===== config.mk =====
export PLATFORM = sky130hd
export DESIGN_NAME = mdio_frame_master
export DESIGN_NICKNAME = d
export VERILOG_FILES = /design/src/rtl/mdio_mgmt_pkg.sv /design/src/rtl/mdio_half_timer.sv /design/src/rtl/mdio_tx_bit.sv /design/src/rtl/mdio_rx_shift.sv /design/src/rtl/mdio_frame_master.sv
export SDC_FILE = /design/constraint.sdc
export NUM_CORES = 1
export LEC_CHECK = 0
export ABC_CLOCK_PERIOD_IN_PS = 5700
export BUFFER_PORTS_ARGS = -buffer_cell sky130_fd_sc_hd__buf_2
export CORE_AREA = 5 5 104 106
export DETAILED_ROUTE_END_ITERATION = 10
export DIE_AREA = 0 0 109 111
export PLACE_DENSITY = 0.62
export SLEW_MARGIN = 10
export SYNTH_ARGS = -nofsm -noshare
export SYNTH_HDL_FRONTEND = slang
export SYNTH_SLANG_ARGS = --single-unit

===== constraint.sdc =====
create_clock -name clk -period 5.7 [get_ports clk]
set_input_delay 0.57 -clock clk [delete_from_list [all_inputs] [get_ports clk]]
set_output_delay 0.57 -clock clk [all_outputs]
set_load 0.02 [all_outputs]

===== src/rtl/mdio_mgmt_pkg.sv =====
package mdio_mgmt_pkg;
    typedef enum logic [3:0] {
        ST_IDLE,
        ST_PRE,
        ST_SOF,
        ST_OP,
        ST_PHY,
        ST_REG,
        ST_TA,
        ST_WDAT,
        ST_RDAT,
        ST_END
    } mdio_state_e;
endpackage


===== src/rtl/mdio_half_timer.sv =====
module mdio_half_timer #(
    parameter int HALF_CYC = 4
) (
    input  logic clk,
    input  logic rst,
    input  logic run,
    output logic tick
);
    localparam int TW = (HALF_CYC > 1) ? $clog2(HALF_CYC) : 1;

    logic [TW-1:0] cnt;

    assign tick = run && (cnt == TW'(HALF_CYC - 1));

    always_ff @(posedge clk) begin
        if (rst || !run || tick) begin
            cnt <= '0;
        end else begin
            cnt <= cnt + 1'b1;
        end
    end

    a_r6_tick_bound: assert property (@(posedge clk) disable iff (rst)
        run |-> (cnt <= TW'(HALF_CYC - 1)));
endmodule


===== src/rtl/mdio_tx_bit.sv =====
module mdio_tx_bit import mdio_mgmt_pkg::*; #(
    parameter int AW = 5,
    parameter int DW = 16,
    parameter int BW = 6
) (
    input  mdio_state_e   st,
    input  logic [BW-1:0] bcnt,
    input  logic          rd,
    input  logic [AW-1:0] phy,
    input  logic [AW-1:0] rg,
    input  logic [DW-1:0] wd,
    output logic          drv,
    output logic          bit_o
);
    logic [AW-1:0] phy_sh;
    logic [AW-1:0] rg_sh;
    logic [DW-1:0] wd_sh;

    assign phy_sh = phy >> bcnt;
    assign rg_sh  = rg >> bcnt;
    assign wd_sh  = wd >> bcnt;

    always_comb begin
        drv   = 1'b0;
        bit_o = 1'b0;
        unique case (st)
            ST_PRE: begin
                drv   = 1'b1;
                bit_o = 1'b1;
            end
            ST_SOF: begin
                drv   = 1'b1;
                bit_o = (bcnt == '0);
            end
            ST_OP: begin
                drv   = 1'b1;
                bit_o = rd ? (bcnt == BW'(1)) : (bcnt == '0);
            end
            ST_PHY: begin
                drv   = 1'b1;
                bit_o = phy_sh[0];
            end
            ST_REG: begin
                drv   = 1'b1;
                bit_o = rg_sh[0];
            end
            ST_WDAT: begin
                drv   = 1'b1;
                bit_o = wd_sh[0];
            end
            default: begin
                drv   = 1'b0;
                bit_o = 1'b0;
            end
        endcase
    end

    a_r7_quiet_when_released: assert final (drv || !bit_o);
endmodule


===== src/rtl/mdio_rx_shift.sv =====
module mdio_rx_shift #(
    parameter int DW = 16
) (
    input  logic          clk,
    input  logic          rst,
    input  logic          clr,
    input  logic          smp,
    input  logic          mdi,
    output logic [DW-1:0] word
);
    always_ff @(posedge clk) begin
        if (rst || clr) begin
            word <= '0;
        end else if (smp) begin
            word <= {word[DW-2:0], mdi};
        end
    end

    a_r5_no_sample_on_clear: assert property (@(posedge clk) disable iff (rst)
        clr |=> (word == '0));
endmodule


===== src/rtl/mdio_frame_master.sv =====
module mdio_frame_master import mdio_mgmt_pkg::*; #(
    parameter int HALF_CYC = 4,
    parameter int PRE_LEN  = 32,
    parameter int AW       = 5,
    parameter int DW       = 16
) (
    input  logic          clk,
    input  logic          rst,
    input  logic          start,
    input  logic          rd_nwr,
    input  logic [AW-1:0] phy_addr,
    input  logic [AW-1:0] reg_addr,
    input  logic [DW-1:0] wr_data,
    output logic          busy,
    output logic          done,
    output logic [DW-1:0] rd_data,
    output logic          mdc,
    output logic          mdo,
    output logic          mdo_en,
    input  logic          mdi
);
    localparam int MAXF = (PRE_LEN > DW) ? PRE_LEN : DW;
    localparam int BW   = $clog2(MAXF + 1);
    localparam int RW   = $clog2(HALF_CYC + 2);

    mdio_state_e   state;
    mdio_state_e   nxt_state;
    logic          phase_hi;
    logic          nxt_phase;
    logic [BW-1:0] bcnt;
    logic [BW-1:0] nxt_bcnt;
    logic          rd_q;
    logic [AW-1:0] phy_q;
    logic [AW-1:0] reg_q;
    logic [DW-1:0] wd_q;
    logic [DW-1:0] rx_word;
    logic          run;
    logic          tick;
    logic          accept;
    logic          finish;
    logic          last_bit;
    logic          smp;
    logic          drv;
    logic          dbit;

    assign run      = (state != ST_IDLE);
    assign busy     = run;
    assign last_bit = tick && phase_hi && (bcnt == '0);
    assign smp      = (state == ST_RDAT) && !phase_hi && tick;

    mdio_half_timer #(.HALF_CYC(HALF_CYC)) u_timer (
        .clk  (clk),
        .rst  (rst),
        .run  (run),
        .tick (tick)
    );

    mdio_rx_shift #(.DW(DW)) u_rx (
        .clk  (clk),
        .rst  (rst),
        .clr  (accept),
        .smp  (smp),
        .mdi  (mdi),
        .word (rx_word)
    );

    mdio_tx_bit #(.AW(AW), .DW(DW), .BW(BW)) u_tx (
        .st    (nxt_state),
        .bcnt  (nxt_bcnt),
        .rd    (rd_q),
        .phy   (phy_q),
        .rg    (reg_q),
        .wd    (wd_q),
        .drv   (drv),
        .bit_o (dbit)
    );

    // next-state logic
    always_comb begin
        nxt_state = state;
        nxt_phase = phase_hi;
        nxt_bcnt  = bcnt;
        accept    = 1'b0;
        finish    = 1'b0;
        if (run && tick) begin
            nxt_phase = !phase_hi;
            if (phase_hi && (bcnt != '0)) begin
                nxt_bcnt = bcnt - 1'b1;
            end
        end
        unique case (state)
            ST_IDLE: begin
                if (start) begin
                    accept    = 1'b1;
                    nxt_state = ST_PRE;
                    nxt_phase = 1'b0;
                    nxt_bcnt  = BW'(PRE_LEN - 1);
                end
            end
            ST_PRE: begin
                if (last_bit) begin
                    nxt_state = ST_SOF;
                    nxt_bcnt  = BW'(1);
                end
            end
            ST_SOF: begin
                if (last_bit) begin
                    nxt_state = ST_OP;
                    nxt_bcnt  = BW'(1);
                end
            end
            ST_OP: begin
                if (last_bit) begin
                    nxt_state = ST_PHY;
                    nxt_bcnt  = BW'(AW - 1);
                end
            end
            ST_PHY: begin
                if (last_bit) begin
                    nxt_state = ST_REG;
                    nxt_bcnt  = BW'(AW - 1);
                end
            end
            ST_REG: begin
                if (last_bit) begin
                    nxt_state = ST_TA;
                    nxt_bcnt  = rd_q ? BW'(0) : BW'(1);
                end
            end
            ST_TA: begin
                if (last_bit) begin
                    nxt_state = rd_q ? ST_RDAT : ST_WDAT;
                    nxt_bcnt  = BW'(DW - 1);
                end
            end
            ST_WDAT, ST_RDAT: begin
                if (last_bit) begin
                    nxt_state = ST_END;
                    nxt_bcnt  = '0;
                end
            end
            ST_END: begin
                if (last_bit) begin
                    nxt_state = ST_IDLE;
                    finish    = 1'b1;
                end
            end
            default: begin
                nxt_state = ST_IDLE;
            end
        endcase
    end

    // state register
    always_ff @(posedge clk) begin
        if (rst) begin
            state    <= ST_IDLE;
            phase_hi <= 1'b0;
            bcnt     <= '0;
        end else begin
            state    <= nxt_state;
            phase_hi <= nxt_phase;
            bcnt     <= nxt_bcnt;
        end
    end

    // request capture
    always_ff @(posedge clk) begin
        if (rst) begin
            rd_q  <= 1'b0;
            phy_q <= '0;
            reg_q <= '0;
            wd_q  <= '0;
        end else if (accept) begin
            rd_q  <= rd_nwr;
            phy_q <= phy_addr;
            reg_q <= reg_addr;
            wd_q  <= wr_data;
        end
    end

    // registered outputs, taken from next-state values
    always_ff @(posedge clk) begin
        if (rst) begin
            mdc     <= 1'b0;
            mdo     <= 1'b0;
            mdo_en  <= 1'b0;
            done    <= 1'b0;
            rd_data <= '0;
        end else begin
            mdc    <= (nxt_state != ST_IDLE) && nxt_phase;
            mdo    <= drv && dbit;
            mdo_en <= drv;
            done   <= finish;
            if (finish && rd_q) begin
                rd_data <= rx_word;
            end
        end
    end

    // checker state: length of the current clock level
    logic          mdc_d;
    logic [RW-1:0] run_len;

    always_ff @(posedge clk) begin
        if (rst) begin
            mdc_d   <= 1'b0;
            run_len <= '0;
        end else begin
            mdc_d <= mdc;
            if (!busy) begin
                run_len <= '0;
            end else if (mdc != mdc_d) begin
                run_len <= RW'(1);
            end else begin
                run_len <= run_len + 1'b1;
            end
        end
    end

    a_r6_half_len: assert property (@(posedge clk) disable iff (rst)
        (mdc != mdc_d) |-> (run_len == RW'(HALF_CYC)));

    a_r6_sample_at_rise: assert property (@(posedge clk) disable iff (rst)
        smp |=> (mdc && !mdc_d));

    a_r7_idle_quiet: assert property (@(posedge clk) disable iff (rst)
        !busy |-> (!mdc && !mdo && !mdo_en));

    a_r1_pre_driven: assert property (@(posedge clk) disable iff (rst)
        (state == ST_PRE) |-> (mdo_en && mdo));

    a_r5_read_released: assert property (@(posedge clk) disable iff (rst)
        (state == ST_RDAT || state == ST_END) |-> (!mdo_en && !mdo));

    a_r8_done_pulse: assert property (@(posedge clk) disable iff (rst)
        done |=> !done);

    a_r8_done_ends_busy: assert property (@(posedge clk) disable iff (rst)
        $fell(busy) |-> done);

    a_r9_write_keeps_data: assert property (@(posedge clk) disable iff (rst)
        (done && !rd_q) |-> $stable(rd_data));
endmodule


# Word-level counts from Yosys, hierarchy flattened
# Cells that the tools add are included.
[word_totals]
reg_bits = 76
[classes]
shift = 3
muxes = 31
n_eq_ne = 17
reduce_logical = 25
n_addsub = 2
[op_table]
columns = ["cell", "count"]
rows = [
  ["2-to-1 mux 6 bit", 8],
  ["2-to-1 mux 4 bit", 10],
  ["case mux 4 bit (9 select lines)", 1],
  ["case mux 6 bit (6 select lines)", 1],
  ["equality test 4 x 3 -> 1 bit, second input constant", 7],
  ["equality test 4 x 2 -> 1 bit, second input constant", 4],
  ["right shift 16 x 6 -> 1 bit", 1],
  ["logical NOT 6 bit", 2],
  ["right shift 5 x 6 -> 1 bit", 2],
  ["logical AND 1 bit", 10],
  ["2-to-1 mux 1 bit", 10],
  ["equality test 4 x 1 -> 1 bit, second input constant", 2],
  ["equality test 4 bit, second input constant", 2],
  ["nonzero test 4 bit", 2],
  ["equality test 6 x 1 -> 1 bit, second input constant", 1],
  ["case mux 1 bit (6 select lines)", 1],
  ["nonzero test 6 bit", 1],
  ["OR reduction 2 bit", 3],
  ["OR reduction 6 bit", 1],
  ["subtractor 6 x 1 -> 6 bit, second input constant", 1],
  ["logical NOT 4 bit", 1],
  ["logical OR 1 bit", 3],
  ["adder 2 x 1 -> 2 bit, second input constant", 1],
  ["equality test 2 bit, second input constant", 1],
  ["logical NOT 1 bit", 2],
]

# Logic depth before layout (Yosys ltp)
[logic_depth]
word_depth = 10
ltp_mapped = 12

# Cells and area by module
# Synthesis repeated with hierarchy kept, for this count alone.
[unflattened]
hier_cells = 427
hier_area_um2 = 3634.7
[by_module_without_submodules]
columns = ["module", "area_per_inst_um2", "cells_each", "seq_area_each_um2", "n_inst"]
rows = [
  ["mdio_frame_master", 2613.8, 329, 1161.1, 1],
  ["mdio_rx_shift", 581.8, 53, 320.3, 1],
  ["mdio_tx_bit", 352.8, 39, 0.0, 1],
  ["mdio_half_timer", 86.3, 6, 40.0, 1],
]

# Worst setup path before layout
# Ideal clock, no wire load.
[synth_path]
path_type = "flip-flop to flip-flop"
start = "register state[1]"
end = "register mdo"
setup_ns = 0.127
path_slack_ns = 2.948
period_less_slack_ns = 2.752
t_arrival_ns = 2.625
t_required_ns = 5.573
path_stages_with_launch = 12
path_cell_list = "dfxtp_1 > clkbuf_1 > o41a_1 > ha_1 > nand3b_1 > nor3_1 > or3_1 > a21oi_2 > mux2i_1 > o31ai_1 > o2111ai_1 > nand3_1"
[synth_between]
elab_chain_cells = 10
[synth_lines]
columns = ["element", "line", "source"]
rows = [
  ["from (decl)", "mdio_frame_master.sv:26", "mdio_state_e state;"],
  ["from (signal assigned)", "mdio_frame_master.sv:161", "state <= nxt_state;"],
  ["branches (longest 9 deep; another with right shift 16 x 6 -> 1 bit)", "-", ""],
  ["logical AND 1 bit (*)", "mdio_frame_master.sv:192", "mdo <= drv && dbit;"],
  ["to (signal assigned)", "mdio_frame_master.sv:192", ""],
  ["to (decl)", "mdio_frame_master.sv:18", "output logic mdo,"],
]
# Mark *: on every way between the ends.
# A chain may end at the register's enable or synchronous reset.

# Worst setup path after layout
[layout_path]
start = "register state[3]"
end = "register mdo"
# The elaborated chain is that of the path after synthesis.

==> impl_metrics.tcl <==
set metrics [dict create \
    status "finished, final reports clean" \
    multi_input_area_sq_um 1840 \
    clockRootBuffer "clkbuf_8" \
    synth_nets 482 \
    worstSetupPathType "reg -> reg" \
    hold_buffers 0 \
    maxCapViolCount 0 \
    tns_ps 0 \
    viasPerCell 5.10 \
    total_power_mw 1.13 \
    hold_end "u_timer.cnt[0]" \
    floorplan.rows 36 \
    setup_viol 0 \
    clock-sinks 76 \
    wire_per_inst_um 13.6 \
    ff_latch_area_sq_um 1520 \
    reg2reg_from "state[3]" \
    maxUsedRoutingLayer "met4" \
    period_needed_ps 3290 \
    cp_data_required_time_ps 5920 \
    rr_worst_depth 10 \
    place_hpwl_um 5990 \
    postCtsSetupRepairBufs 0 \
    fp.coreArea_sq_um 9680 \
    timing.rr.end "mdo" \
    syn_area_sq_um 3520 \
    place_ws_ps 2510 \
    antenna_found_initial 0 \
    routed_wl_um 8470 \
    met1_length_um 3940 \
    n_antenna_cell 0 \
    placed_area_sq_um 3850 \
    vias 3170 \
    dr.pass1.iters 5 \
    htreeDepth 3 \
    holdCritPathClass "reg -> reg" \
    drc_errors 0 \
    netlist_instances 447 \
    gp_congestion 0.928 \
    wl_met2_um 3900 \
    synthToLayoutAreaGrowth_pct 15.7 \
    clock_latency_ps 350 \
    die_w_um 109 \
    p_leak_nw 1.53 \
    io_buffers 51 \
    setup_ws_ps 2410 \
    clk_pin_slew_ps 90 \
    crit_fanout 23 \
    die_h_um 111 \
    fmax_ghz 0.304 \
    max-clock-path-buffers 2 \
    drtAntennaViolNets 0 \
    drtIter0Drc 178 \
    synth-edff-count 0 \
    overflow 0 \
    start_kind "register" \
    cp.arrival_ps 3510 \
    grt_pass1_vias 3064 \
    ioPinCount 52 \
    post_cts_resized 0 \
    grt_max_degree 58 \
    cts_tree "done" \
    wl_met3_um 469 \
    fin_area_sq_um 4080 \
    finalMaxSlewViolations 0 \
    ir_drop_mv 0.138 \
    synth_seq_area_share_pct 43.2 \
    nFillCells 990 \
    synthArstFlopShare_pct 0 \
    initial_core_util_pct 36.4 \
    synth_top_area_cell "dfxtp_1" \
    p_per_area_nw_per_um2 278 \
    rsz0062_at_grt "false" \
    tightest_slew_ps 1020 \
    end_kind "register" \
    hold_viol_final 0 \
    synth_top_area_share_pct 43.2 \
    syn_avg_cell_area_sq_um 7.88 \
    clock-skew-final_ps 12.6 \
    ys_ff_latch 76 \
    grt_pass1_wl_um 14200 \
    synth.distinct_cells 63 \
    dieArea_sq_um 12100 \
    slew_headroom_pct 32.1 \
    ff2ff_setup_slack_ps 2410 \
    finalCritPeriodShare_pct 57.7 \
    nets 518 \
    drive_above_1_share_pct 16.8 \
    hold_start "u_timer.cnt[0]" \
    post-synth-top-count-cell "nand2_1" \
    synthFlopType "dfxtp_1" \
    utilization_pct 42.1 \
    synth_commonest_cells "128 x nand2_1, 76 x dfxtp_1, 70 x a21oi_1, 22 x clkbuf_1, 18 x nor2_1" \
    cts_buffers 9 \
    worstHoldPathCells 1 \
    synth_area_leaders "dfxtp_1 43%, nand2_1 14%, a21oi_1 9.9%" \
    grt_use_total_pct 14.4 \
    synth_warnings 0 \
]
==> per-stage QoR <==
stage / hold slack, ps / cells
after floorplan: 407 / 447
after global placement: 416 / 605
after detailed placement: 426 / 605
after CTS: 436 / 621
after global routing: 430 / 621
final: 434 / 621
==> final cells by class <==
cell class | count | share of cell area (%)
multi-input combinational | 332 | 45.2
sequential | 76 | 37.3
timing repair buffer | 54 | 6.82
tap | 133 | 4.08
clock buffer | 9 | 3.04
clock inverter | 7 | 2.58
inverter | 10 | 0.921
==> worst max-delay path by stage <==
| stage | from | to | slack, ps | cells past startpoint |
|---|---|---|---|---|
| 2_1_floorplan | state[1] | mdo | 2950 | 11 |
| 5_1_grt | state[1] | mdo | 2170 | 7 |
| 3_3_place_gp | start | mdo | 2660 | 8 |
| 3_5_place_dp | start | mdo | 2510 | 8 |
| 6_report | state[3] | mdo | 2410 | 10 |
| 4_1_cts | state[3] | mdo | 2490 | 10 |
==> power by group <==
group,switching (mW),internal (mW),leakage (nW)
Clock,0.215,0.253,0.112
Combinational,0.0649,0.0395,0.804
Sequential,0.0133,0.547,0.618
==> per-layer routing <==
layer	up-vias	track usage, %
met5	-	0
met4	0	5.72
met3	14	4.48
met2	91	22.1
met1	1447	18.8
li1	1618	-
==> placed cells by master, fill, tap and decap left out, types with 3 or more instances in the layout <==
cell / netlist / routed
o21ai_0: 5 / 5
and2_1: 3 / 3
buf_2: 3 / 51
o2111ai_1: 4 / 4
nand2_1: 128 / 128
a21oi_1: 70 / 70
nand2b_1: 4 / 4
or3_1: 3 / 3
nor4_1: 3 / 3
mux2i_1: 13 / 13
a211oi_1: 4 / 4
ha_1: 4 / 4
inv_1: 10 / 10
clkbuf_8: 0 / 9
nor2_1: 18 / 18
nor3_1: 11 / 11
dfxtp_1: 76 / 76
buf_4: 0 / 3
nor2b_1: 4 / 4
==> critical path: stages (launching register included) <==
cell,delay [ps]
dfxtp_1,820
o41a_1,290
ha_1,200
and4b_1,250
nand2_1,150
o32a_1,450
a21oi_2,330
mux2i_1,260
o31ai_1,90
o2111ai_1,200
nand3_1,100
==> cell families after synthesis <==
kind of cell | synth area share (%)
buffers and inverters | 4.48
flip-flops | 43.2
AND/OR/NAND/NOR | 24.0
multiplexers | 4.33
adder cells (fa/ha/maj) | 1.42
XOR/XNOR | 0.746
AO/OA/AOI/OAI | 21.8
==> flip-flops by register name, summed over array words and instances (netlist names) <==
| signal | count |
|---|---|
| bcnt | 6 |
| done | 1 |
| mdc | 1 |
| mdo | 1 |
| mdo_en | 1 |
| phase_hi | 1 |
| phy_q | 5 |
| rd_data | 16 |
| rd_q | 1 |
| reg_q | 5 |
| state | 4 |
| u_rx.word | 16 |
| u_timer.cnt | 2 |
| wd_q | 16 |
Note: power is estimated with default switching activity, not from simulation.
